==> src/rtl/ipc_mailbox_pkg.sv <==
// Package: ipc_mailbox_pkg
// Purpose : shared register word addresses for both mailbox ports.
// Assumes : address buses are at least 3 bits wide.
package ipc_mailbox_pkg;

    // host port word addresses
    localparam int unsigned HA_CMD   = 0;
    localparam int unsigned HA_RESP  = 1;
    localparam int unsigned HA_STAT  = 2;
    localparam int unsigned HA_MASK  = 3;

    // service port word addresses
    localparam int unsigned SA_HEAD  = 0;
    localparam int unsigned SA_COUNT = 1;
    localparam int unsigned SA_STAT  = 2;
    localparam int unsigned SA_ACK   = 3;
    localparam int unsigned SA_MASK  = 4;
    localparam int unsigned SA_CTRL  = 5;
    localparam int unsigned SA_RESP  = 6;
    localparam int unsigned SA_HSET  = 7;

    // bit position of the sticky overflow flag in the count register
    localparam int unsigned OVF_BIT  = 8;

endpackage

==> src/rtl/ipc_mailbox_cmd_fifo.sv <==
// Module : ipc_mailbox_cmd_fifo
// Purpose: command queue with entry count and sticky overflow flag.
//          A push into a full queue is dropped unless a pop happens in
//          the same cycle. A pop on an empty queue is ignored.
// Assumes: DEPTH >= 2; synchronous active-low reset.
module ipc_mailbox_cmd_fifo #(
    parameter int unsigned WIDTH = 16,
    parameter int unsigned DEPTH = 4,
    localparam int unsigned PTR_W = $clog2(DEPTH),
    localparam int unsigned CNT_W = $clog2(DEPTH + 1)
) (
    input  logic             clk,
    input  logic             rst_n,
    input  logic             push,
    input  logic [WIDTH-1:0] push_data,
    input  logic             pop,
    input  logic             ovf_clr,
    output logic [WIDTH-1:0] head,
    output logic [CNT_W-1:0] cnt,
    output logic             not_empty,
    output logic             ovf
);

    logic [WIDTH-1:0] mem [DEPTH];
    logic [PTR_W-1:0] rd_ptr;
    logic [PTR_W-1:0] wr_ptr;
    logic             full;
    logic             do_pop;
    logic             do_push;
    logic             drop;

    assign full      = (cnt == CNT_W'(DEPTH));
    assign not_empty = (cnt != '0);
    assign do_pop    = pop && not_empty;
    assign do_push   = push && (!full || do_pop);
    assign drop      = push && !do_push;
    assign head      = mem[rd_ptr];

    // wrap a pointer back to zero after the last slot
    function automatic logic [PTR_W-1:0] bump(input logic [PTR_W-1:0] p);
        if (p == PTR_W'(DEPTH - 1)) begin
            return '0;
        end
        return p + 1'b1;
    endfunction

    // storage writes; entries need no reset since count gates their use
    always_ff @(posedge clk) begin
        if (do_push) begin
            mem[wr_ptr] <= push_data;
        end
    end

    // pointer and occupancy bookkeeping
    always_ff @(posedge clk) begin
        if (!rst_n) begin
            rd_ptr <= '0;
            wr_ptr <= '0;
            cnt    <= '0;
        end else begin
            if (do_push) begin
                wr_ptr <= bump(wr_ptr);
            end
            if (do_pop) begin
                rd_ptr <= bump(rd_ptr);
            end
            case ({do_push, do_pop})
                2'b10:   cnt <= cnt + 1'b1;
                2'b01:   cnt <= cnt - 1'b1;
                default: cnt <= cnt;
            endcase
        end
    end

    // sticky overflow flag, a drop wins over a clear
    always_ff @(posedge clk) begin
        if (!rst_n) begin
            ovf <= 1'b0;
        end else if (drop) begin
            ovf <= 1'b1;
        end else if (ovf_clr) begin
            ovf <= 1'b0;
        end
    end

endmodule

==> src/rtl/ipc_mailbox_irq_cell.sv <==
// Module : ipc_mailbox_irq_cell
// Purpose: one interrupt source with a status bit, an acknowledge and a
//          mask. A set beats an acknowledge in the same cycle. The mask
//          resets to 1 (blocked).
// Assumes: synchronous active-low reset.
module ipc_mailbox_irq_cell (
    input  logic clk,
    input  logic rst_n,
    input  logic set,
    input  logic ack,
    input  logic mask_wr,
    input  logic mask_wdata,
    output logic stat,
    output logic mask,
    output logic irq
);

    // status bit, set has priority over acknowledge
    always_ff @(posedge clk) begin
        if (!rst_n) begin
            stat <= 1'b0;
        end else if (set) begin
            stat <= 1'b1;
        end else if (ack) begin
            stat <= 1'b0;
        end
    end

    // mask bit, starts blocked
    always_ff @(posedge clk) begin
        if (!rst_n) begin
            mask <= 1'b1;
        end else if (mask_wr) begin
            mask <= mask_wdata;
        end
    end

    assign irq = stat && !mask;

endmodule

==> src/rtl/ipc_mailbox.sv <==
// Module : ipc_mailbox
// Purpose: host to service-processor mailbox. The host pushes 16-bit
//          commands into a queue and each push interrupts the service
//          side. The service side pops through a control bit and returns
//          32-bit results in one register, then raises the host
//          interrupt with a separate write.
// Assumes: single-cycle register writes on both ports; reads are
//          combinational from the address; DATA_W > OVF_BIT and
//          DATA_W >= CMD_W.
module ipc_mailbox
    import ipc_mailbox_pkg::*;
#(
    parameter int unsigned CMD_W  = 16,
    parameter int unsigned DATA_W = 32,
    parameter int unsigned DEPTH  = 4,
    parameter int unsigned ADDR_W = 4,
    localparam int unsigned CNT_W = $clog2(DEPTH + 1)
) (
    input  logic              clk,
    input  logic              rst_n,
    input  logic              h_req,
    input  logic              h_we,
    input  logic [ADDR_W-1:0] h_addr,
    input  logic [CMD_W-1:0]  h_wdata,
    output logic [DATA_W-1:0] h_rdata,
    input  logic              s_req,
    input  logic              s_we,
    input  logic [ADDR_W-1:0] s_addr,
    input  logic [DATA_W-1:0] s_wdata,
    output logic [DATA_W-1:0] s_rdata,
    output logic              h_irq,
    output logic              s_irq
);

    logic              h_wr;
    logic              s_wr;
    logic              push;
    logic              pop;
    logic              ovf_clr;
    logic              s_ack;
    logic              s_mask_wr;
    logic              h_set;
    logic              h_ack;
    logic              h_mask_wr;
    logic              resp_wr;
    logic [CMD_W-1:0]  head;
    logic [CNT_W-1:0]  cnt;
    logic              not_empty;
    logic              ovf;
    logic              s_stat;
    logic              s_mask;
    logic              h_stat;
    logic              h_mask;
    logic [DATA_W-1:0] resp_q;

    // write strobe decode for both ports
    always_comb begin
        h_wr      = h_req && h_we;
        s_wr      = s_req && s_we;
        push      = h_wr && (h_addr == ADDR_W'(HA_CMD));
        h_ack     = h_wr && (h_addr == ADDR_W'(HA_STAT)) && h_wdata[0];
        h_mask_wr = h_wr && (h_addr == ADDR_W'(HA_MASK));
        pop       = s_wr && (s_addr == ADDR_W'(SA_CTRL)) && !s_wdata[0];
        ovf_clr   = s_wr && (s_addr == ADDR_W'(SA_COUNT)) && s_wdata[OVF_BIT];
        s_ack     = s_wr && (s_addr == ADDR_W'(SA_ACK)) && s_wdata[1];
        s_mask_wr = s_wr && (s_addr == ADDR_W'(SA_MASK));
        resp_wr   = s_wr && (s_addr == ADDR_W'(SA_RESP));
        h_set     = s_wr && (s_addr == ADDR_W'(SA_HSET)) && s_wdata[0];
    end

    ipc_mailbox_cmd_fifo #(
        .WIDTH (CMD_W),
        .DEPTH (DEPTH)
    ) u_fifo (
        .clk       (clk),
        .rst_n     (rst_n),
        .push      (push),
        .push_data (h_wdata),
        .pop       (pop),
        .ovf_clr   (ovf_clr),
        .head      (head),
        .cnt       (cnt),
        .not_empty (not_empty),
        .ovf       (ovf)
    );

    // service-side command-available interrupt
    ipc_mailbox_irq_cell u_s_irq (
        .clk        (clk),
        .rst_n      (rst_n),
        .set        (push),
        .ack        (s_ack),
        .mask_wr    (s_mask_wr),
        .mask_wdata (s_wdata[1]),
        .stat       (s_stat),
        .mask       (s_mask),
        .irq        (s_irq)
    );

    // host-side result-ready interrupt
    ipc_mailbox_irq_cell u_h_irq (
        .clk        (clk),
        .rst_n      (rst_n),
        .set        (h_set),
        .ack        (h_ack),
        .mask_wr    (h_mask_wr),
        .mask_wdata (h_wdata[0]),
        .stat       (h_stat),
        .mask       (h_mask),
        .irq        (h_irq)
    );

    // single response register, no queueing, no interrupt side effect
    always_ff @(posedge clk) begin
        if (!rst_n) begin
            resp_q <= '0;
        end else if (resp_wr) begin
            resp_q <= s_wdata;
        end
    end

    // host port read mux
    always_comb begin
        h_rdata = '0;
        case (h_addr)
            ADDR_W'(HA_RESP): h_rdata    = resp_q;
            ADDR_W'(HA_STAT): h_rdata[0] = h_stat;
            ADDR_W'(HA_MASK): h_rdata[0] = h_mask;
            default:          h_rdata    = '0;
        endcase
    end

    // service port read mux
    always_comb begin
        s_rdata = '0;
        case (s_addr)
            ADDR_W'(SA_HEAD): s_rdata[CMD_W-1:0] = head;
            ADDR_W'(SA_COUNT): begin
                s_rdata[CNT_W-1:0] = cnt;
                s_rdata[OVF_BIT]   = ovf;
            end
            ADDR_W'(SA_STAT): s_rdata[1] = s_stat;
            ADDR_W'(SA_MASK): s_rdata[1] = s_mask;
            ADDR_W'(SA_CTRL): s_rdata[0] = not_empty;
            default:          s_rdata    = '0;
        endcase
    end

endmodule

==> config.mk <==
export PLATFORM = sky130hd
export DESIGN_NAME = ipc_mailbox
export DESIGN_NICKNAME = d
export VERILOG_FILES = /design/src/rtl/ipc_mailbox_pkg.sv /design/src/rtl/ipc_mailbox_cmd_fifo.sv /design/src/rtl/ipc_mailbox_irq_cell.sv /design/src/rtl/ipc_mailbox.sv
export SDC_FILE = /design/constraint.sdc
export NUM_CORES = 1
export LEC_CHECK = 0
export BUFFER_PORTS_ARGS = -buffer_cell sky130_fd_sc_hd__buf_2
export CORE_MARGIN = 5
export CORE_UTILIZATION = 47
export DETAILED_ROUTE_END_ITERATION = 10
export HOLD_SLACK_MARGIN = 0.05
export PLACE_DENSITY = 0.84
export SETUP_SLACK_MARGIN = 0.4
export SLEW_MARGIN = 10
export SYNTH_ARGS = -nofsm -noshare
export SYNTH_HDL_FRONTEND = slang
export SYNTH_SLANG_ARGS = --single-unit
==> constraint.sdc <==
create_clock -name clk -period 2.79 [get_ports clk]
set_input_delay 0.6975 -clock clk [delete_from_list [all_inputs] [get_ports clk]]
set_output_delay 0.6975 -clock clk [all_outputs]
set_load 0.02 [all_outputs]
Yosys cells after proc, flatten, opt, wreduce, memory -nomap -nowiden
Memory sizes are Yosys's and may differ from the RTL's. A register that Yosys moved wholly into a read port is not among the register bits.
Index checks and enable logic that the tools add are counted.
{ "word_totals": {"word_cells": 92, "register_bits": 44, "mem_bits_rw": 64, "mem_count": 1, "latch_bits": 0, "inputBits": 62, "rom_bits": 0, "out_inout_bits": 66} }
{ "op_classes": {"eq_ne": 15, "shifts": 0, "addsub": 4, "div": 0, "order_cmp": 0, "mux": 29, "n_mul": 0, "n_reduce_logical": 34, "bitwise": 0} }
{ "mem_list": {"columns": ["memory", "words", "word_bits", "read_ports", "rd_ports_with_merged_regs", "wr", "line_no", "rtl"], "rows": [
  ["u_fifo.mem", 4, 16, 1, 1, 1, "ipc_mailbox_cmd_fifo.sv:24", "logic [WIDTH-1:0] mem [DEPTH];"]
]} }
{ "ops": {"columns": ["op", "count"], "rows": [
  ["$mux 31", 1],
  ["$logic_and 1x1->1", 21],
  ["$eq 4x2->1 const B", 4],
  ["$eq 4x3->1 const B", 4],
  ["$mux 1", 14],
  ["$mux 2", 6],
  ["$eq 4x1->1 const B", 2],
  ["$logic_not 4->1", 2],
  ["$reduce_bool 2->1", 4],
  ["$mux 7", 1],
  ["$eq 2x2->1 const B", 3],
  ["$pmux 1 s3", 2],
  ["$pmux 3 s2", 1],
  ["$logic_not 1->1", 5],
  ["$mux 5", 1],
  ["$add 2x1->2 const B", 2],
  ["$pmux 1 s2", 2],
  ["$pmux 1 s4", 1],
  ["$add 3x1->3 const B", 1],
  ["$eq 3x3->1 const B", 1],
  ["$reduce_bool 3->1", 1],
  ["$sub 3x1->3 const B", 1],
  ["$eq 2x1->1 const B", 1],
  ["$logic_or 1x1->1", 1]
]} }

Logic depth before layout (Yosys ltp)
{ "logic_depth": {"ltp_word": 9, "ltp_mapped": 11, "ltp_nobuf": 10} }

By module
From an unflattened synthesis, not the netlist that was laid out.
{ "hier_totals": {"hier_cells": 402, "area_unflattened_um2": 4996.0} }
{ "by_module_without_submodules": {"columns": ["mod", "seq_area_each_um2", "cells_each", "instances", "area_per_inst_um2"], "rows": [
  ["ipc_mailbox_cmd_fifo", 2122.0, 144, 1, 2855.2],
  ["ipc_mailbox", 640.6, 244, 1, 1978.1],
  ["ipc_mailbox_irq_cell", 40.0, 7, 2, 81.3]
]} }

Least setup slack after synthesis
No wires, ideal clock.
{ "synth_timing": {"path_type": "input-to-reg", "startpoint": "input port s_addr[3]", "endpoint": "register u_fifo.cnt[2]", "cell_stages": 9, "setup_slack_ns": 0.051, "arrival_ns": 2.669, "cell_sequence": "nand4bb_4 > or4_4 > inv_1 > ha_1 > inv_1 > fa_1 > xor2_1 > or3_1 > a21oi_1"} }
{ "synth_between": {"elab_chain_cells": 8, "elab_cells_between_ends": 10, "classes_between": "3 x eq/ne; 1 x mux; 6 x reduce/logical"} }
{ "synth_lines": {"columns": ["element", "line_no", "rtl"], "rows": [
  ["start, declared", "ipc_mailbox.sv:28", "input logic [ADDR_W-1:0] s_addr,"],
  ["$eq 4x3->1 *", "ipc_mailbox.sv:63", "pop = s_wr && (s_addr == ADDR_W'(SA_CTRL)) && !s_wdata[0];"],
  ["$logic_and 1x1->1 * (2 in a row)", "ipc_mailbox.sv:63", null],
  ["$logic_and 1x1->1 *", "ipc_mailbox_cmd_fifo.sv:34", "assign do_pop = pop && not_empty;"],
  ["net u_fifo.do_pop", "ipc_mailbox_cmd_fifo.sv:28", "logic do_pop;"],
  ["$logic_or 1x1->1", "ipc_mailbox_cmd_fifo.sv:35", "assign do_push = push && (!full || do_pop);"],
  ["$logic_and 1x1->1", "ipc_mailbox_cmd_fifo.sv:35", null],
  ["$eq 2x1->1 or $eq 2x2->1 (tied branches)", "ipc_mailbox_cmd_fifo.sv:67", "case ({do_push, do_pop})"],
  ["$pmux 3 s2 or $reduce_bool 2->1 (tied branches)", null, null],
  ["end signal, assigned", "ipc_mailbox_cmd_fifo.sv:68", "2'b10: cnt <= cnt + 1'b1;"],
  ["end signal, assigned", "ipc_mailbox_cmd_fifo.sv:69", "2'b01: cnt <= cnt - 1'b1;"],
  ["end signal, assigned", "ipc_mailbox_cmd_fifo.sv:70", "default: cnt <= cnt;"],
  ["end, declared", "ipc_mailbox_cmd_fifo.sv:19", "output logic [CNT_W-1:0] cnt,"]
]} }
Mark *: on every way through the listed nets, which the timed path passes. The rest lies on a longest branch.
A chain may end at the register's enable or synchronous reset.

Worst setup path after layout
{ "layout_timing": {"startpoint": "input port s_addr[1]", "endpoint": "output port s_rdata[5]"} }
{ "layout_between": {"elab_chain_cells": 2} }
{ "layout_lines": {"columns": ["element", "line_no", "rtl"], "rows": [
  ["$logic_not 4->1", "ipc_mailbox.sv:136", "case (s_addr)"],
  ["$mux 5", "ipc_mailbox.sv:136", null],
  ["end, declared", "ipc_mailbox.sv:30", "output logic [DATA_W-1:0] s_rdata,"]
]} }
Every way passes these cells.

==> key figures <==
Power
  – Power Density: 460.9 nW/um^2
  – Net Sw Power: 0.6851 mW
  – Proportion of power drawn by combinational gates: ~6.8%
  – Max IR drop VDD: a little over 0.0004 V
  – Sum of internal, switching and leakage power: 2.826 mW
  – Sequential Power Share: 60.8%
  – Internal power consumption: 2.141 mW
  – Switching Fraction: 24.24%
  – Leakage: 2.459 nW
  – Part of the power in the clock network: 32.4%

Final layout
  – Layout cells sized above 1: 39.55%
  – Core Util, Final: 62.45%
  – Most common cell after layout, fill and taps aside: sky130_fd_sc_hd__buf_2
  – Filler-free cell count of the finished design: 670
  – Post-layout net count: 600
  – Final standard cell area without fillers: 6132 um^2
  – Commonest cells after routing, fill and taps aside: sky130_fd_sc_hd__buf_2, sky130_fd_sc_hd__nand2_1, sky130_fd_sc_hd__edfxtp_1, sky130_fd_sc_hd__dfxtp_1, sky130_fd_sc_hd__a21oi_1
  – Area growth from synthesis to final layout: 29.21%

Run status
  – Result of the run: complete, no violations

Worst setup path
  – Arrival time of the worst setup path: 1.91 ns
  – Worst Path Class, Setup: input pin to output port
  – Launching element of the worst setup path: s_addr[1]
  – Critical path required time: 2.09 ns
  – Maximum fanout along the worst path: 11
  – Beginning of the worst register-to-register path: u_fifo.cnt[2]
  – Element type at the critical path end: output port
  – Type of origin of the critical path: input pin

Logic synthesis
  – Gate Count Post-Synth: just over 400
  – Cell types occupying the most area after synthesis: sky130_fd_sc_hd__edfxtp_1, sky130_fd_sc_hd__dfxtp_1, sky130_fd_sc_hd__mux4_2, sky130_fd_sc_hd__and3_1, sky130_fd_sc_hd__nand2_1
  – Synth Cell Area: 4746 um^2
  – Area share of the leading cell type in the synthesized netlist: roughly two fifths
  – Post-synthesis cell type with the largest combined area: sky130_fd_sc_hd__edfxtp_1
  – Yosys Warn Count: 0
  – Post-synthesis async set-or-reset flop share: 0%
  – Avg Inst Size Synth: ~12 um^2
  – Number of distinct standard cells referenced by the synthesized netlist: 43
  – Most used flip-flop cell after synthesis: sky130_fd_sc_hd__edfxtp_1
  – EDFF count, synth: 64
  – Number of register bits inferred by synthesis: 110
  – Post-synthesis sequential area ratio: between 50 and 60%

Timing
  – Unrepaired setup endpoints after global routing: yes
  – Min Clock Period, post-route: 2.604 ns
  – Fin. max-slew vios: 0
  – Slew at the pin closest to its max-slew limit: 0.6559 ns
  – Worst setup margin: ~0.19 ns
  – Number of endpoints failing setup at the final stage: 0
  – Worst relative slew slack: 56.22%
  – Worst Clk Skew: 0.01598 ns
  – Peak clock frequency supported by timing: 384.1 MHz
  – Share of the clock period used by the worst path: 93.33%
  – Hold violation count in the final report: 0

Placement
  – Count of placed standard cells including taps: approximately 640
  – Setup slack after placement: -0.05978 ns
  – Placed Instance Area: 5520 um^2
  – Routability congestion estimate: ~0.80
  – Dpl hpwl: between 7000 and 8000 um
  – Quantity of I/O buffers inserted on ports: 111

Floorplan
  – Horizontal die dimension: 110.5 um
  – Total number of placement rows: 36
  – Starting utilization of the core area: 48.33%
  – Area inside the core boundary: slightly below 10,000 um^2
  – Total die area: 12,210 um^2
  – Number of primary I/O pins: 128
  – Floorplan die height: 110.5 um

Clock network
  – Clock-pin slew on the worst setup and hold paths: 0.10 ns
  – Clock Root Buffer: sky130_fd_sc_hd__clkbuf_8
  – Num CTS Buffers: 9
  – Clock Latency Late Sink: 0.38 ns
  – TritonCTS clock tree: done
  – Maximum buffer depth of the clock tree: 2
  – Number of hold-repair buffers added at the cts stage: 0
  – Max H-tree Level: 3
  – Clk sinks: 110

Hold path
  – Source of the worst hold timing path: resp_q[8]
  – Worst min path class: flop to flop

Flow run
  – Max-cap viol count: 0

GRT
  – Remaining global-route overflow: 0
  – Number of global-route vias before repair: 3,640
  – Gr usage total: around 20%
  – Maximum number of pins on one net before global-route repair: 33
  – Number of antenna violations at the first check in global routing: 1
  – Wire length of the first global-routing pass: 19,080 um

Routing
  – ANT nets after route: 0
  – Detailed-router iteration count before antenna repair: 4
  – Final WL: 12,410 um
  – First DRT Iteration DRCs: 444
  – Remaining routing DRC violations: 0
  – Mean number of vias per cell: between 5 and 6
  – Total via count in the routed design: between 3,000 and 4,000
  – Detailed-route wire length per cell: 18.52 um
-- per-stage QoR --
stage | setup TNS [ns] | hold WS, ns
global placement | 0 | 0.4374
detailed placement | -0.05978 | 0.4420
floorplan | 0 | 0.4319
finish | 0 | 0.4555
CTS | 0 | 0.4560
global route | 0 | 0.4719
-- power groups by stage --
stage | clock network (mW) | logic [mW] | registers, mW
4_1_cts | 0.925 | 0.174 | 1.72
6_report | 0.915 | 0.192 | 1.72
3_5_place_dp | 0 | 0.159 | 1.76
3_3_place_gp | 0 | 0.153 | 1.76
5_1_grt | 0.995 | 0.205 | 1.72
2_1_floorplan | 0 | 0.0917 | 1.76
-- what timing repair did --
| item | 4_1_cts | 5_1_grt |
|---|---|---|
| buffers inserted | 6 | 3 |
| endpoints found under the setup margin | 49 | 48 |
| pin swaps | 20 | 8 |
| gates cloned | 2 | 1 |
| resized for setup | 54 | 21 |
-- Yosys cell counts, types with 2 or more instances --
cell,n
sky130_fd_sc_hd__xor2_1,2
sky130_fd_sc_hd__clkbuf_1,21
sky130_fd_sc_hd__nand4b_1,2
sky130_fd_sc_hd__a32o_1,2
sky130_fd_sc_hd__buf_4,16
sky130_fd_sc_hd__nor4_1,2
sky130_fd_sc_hd__a21oi_1,38
sky130_fd_sc_hd__mux4_2,16
sky130_fd_sc_hd__inv_1,11
sky130_fd_sc_hd__or3_1,2
sky130_fd_sc_hd__dfxtp_1,46
sky130_fd_sc_hd__buf_2,2
sky130_fd_sc_hd__nor2b_1,3
sky130_fd_sc_hd__o21ai_0,8
sky130_fd_sc_hd__nand2_1,75
sky130_fd_sc_hd__ha_1,6
sky130_fd_sc_hd__nand3_1,3
sky130_fd_sc_hd__nor2_1,12
sky130_fd_sc_hd__edfxtp_1,64
sky130_fd_sc_hd__and3_1,47
sky130_fd_sc_hd__mux2i_1,4
-- cell type report --
class | count | area (um^2)
multi-input cells | 257 | 1841
well taps | 133 | 166.4
inverters | 11 | 43.79
flip-flops and latches | 110 | 2848
repair buffers | 142 | 1051
clock buffers | 11 | 131.4
diodes | 1 | 2.502
fillers | 732 | 3687
clock inverters | 5 | 48.80
-- worst paths after layout --
kind | end | slack [ns] | cells after the start
worst max-delay path | s_rdata[5] | 0.19 | 6
worst min-delay path | resp_q[8] | 0.46 | 2
worst max register to register | u_fifo.cnt[2] | 0.49 | 9
worst min register to register | resp_q[8] | 0.46 | 2
-- kinds of logic after synthesis --
group | Yosys count | share of synthesized area (%)
AOI/OAI and AO/OA | 56 | 6.723
other | 1 | 0.07902
xor gates and xnor gates | 2 | 0.3692
buffers and inverters | 52 | 5.748
DFF | 110 | 59.90
and+or+nand+nor | 156 | 16.74
muxes | 20 | 8.437
adders and majority gates | 7 | 2.004
-- critical path: stages --
cell	delay, ns
sky130_fd_sc_hd__buf_6	0.10
sky130_fd_sc_hd__buf_4	0.15
sky130_fd_sc_hd__nor2_1	0.34
sky130_fd_sc_hd__buf_4	0.28
sky130_fd_sc_hd__and3_4	0.22
sky130_fd_sc_hd__buf_6	0.12
-- per-layer routing --
metal	routed length (um)	vias up	global-route usage, %
li1	-	1676	-
met1	4720	1790	22.77
met2	6784	126	35.44
met3	663	18	4.322
met4	239	0	7.800
met5	0	-	0
-- state kept, by name (all words and copies together), names as in the netlist, named ones only --
| register | cells |
|---|---|
| u_fifo.mem | 64 |
| resp_q | 32 |
| u_fifo.cnt | 3 |
| u_fifo.rd_ptr | 2 |
| u_fifo.wr_ptr | 2 |
| u_fifo.ovf | 1 |
| u_h_irq.mask | 1 |
| u_h_irq.stat | 1 |
| u_s_irq.mask | 1 |
| u_s_irq.stat | 1 |
Power figures use the tool's default switching activity.
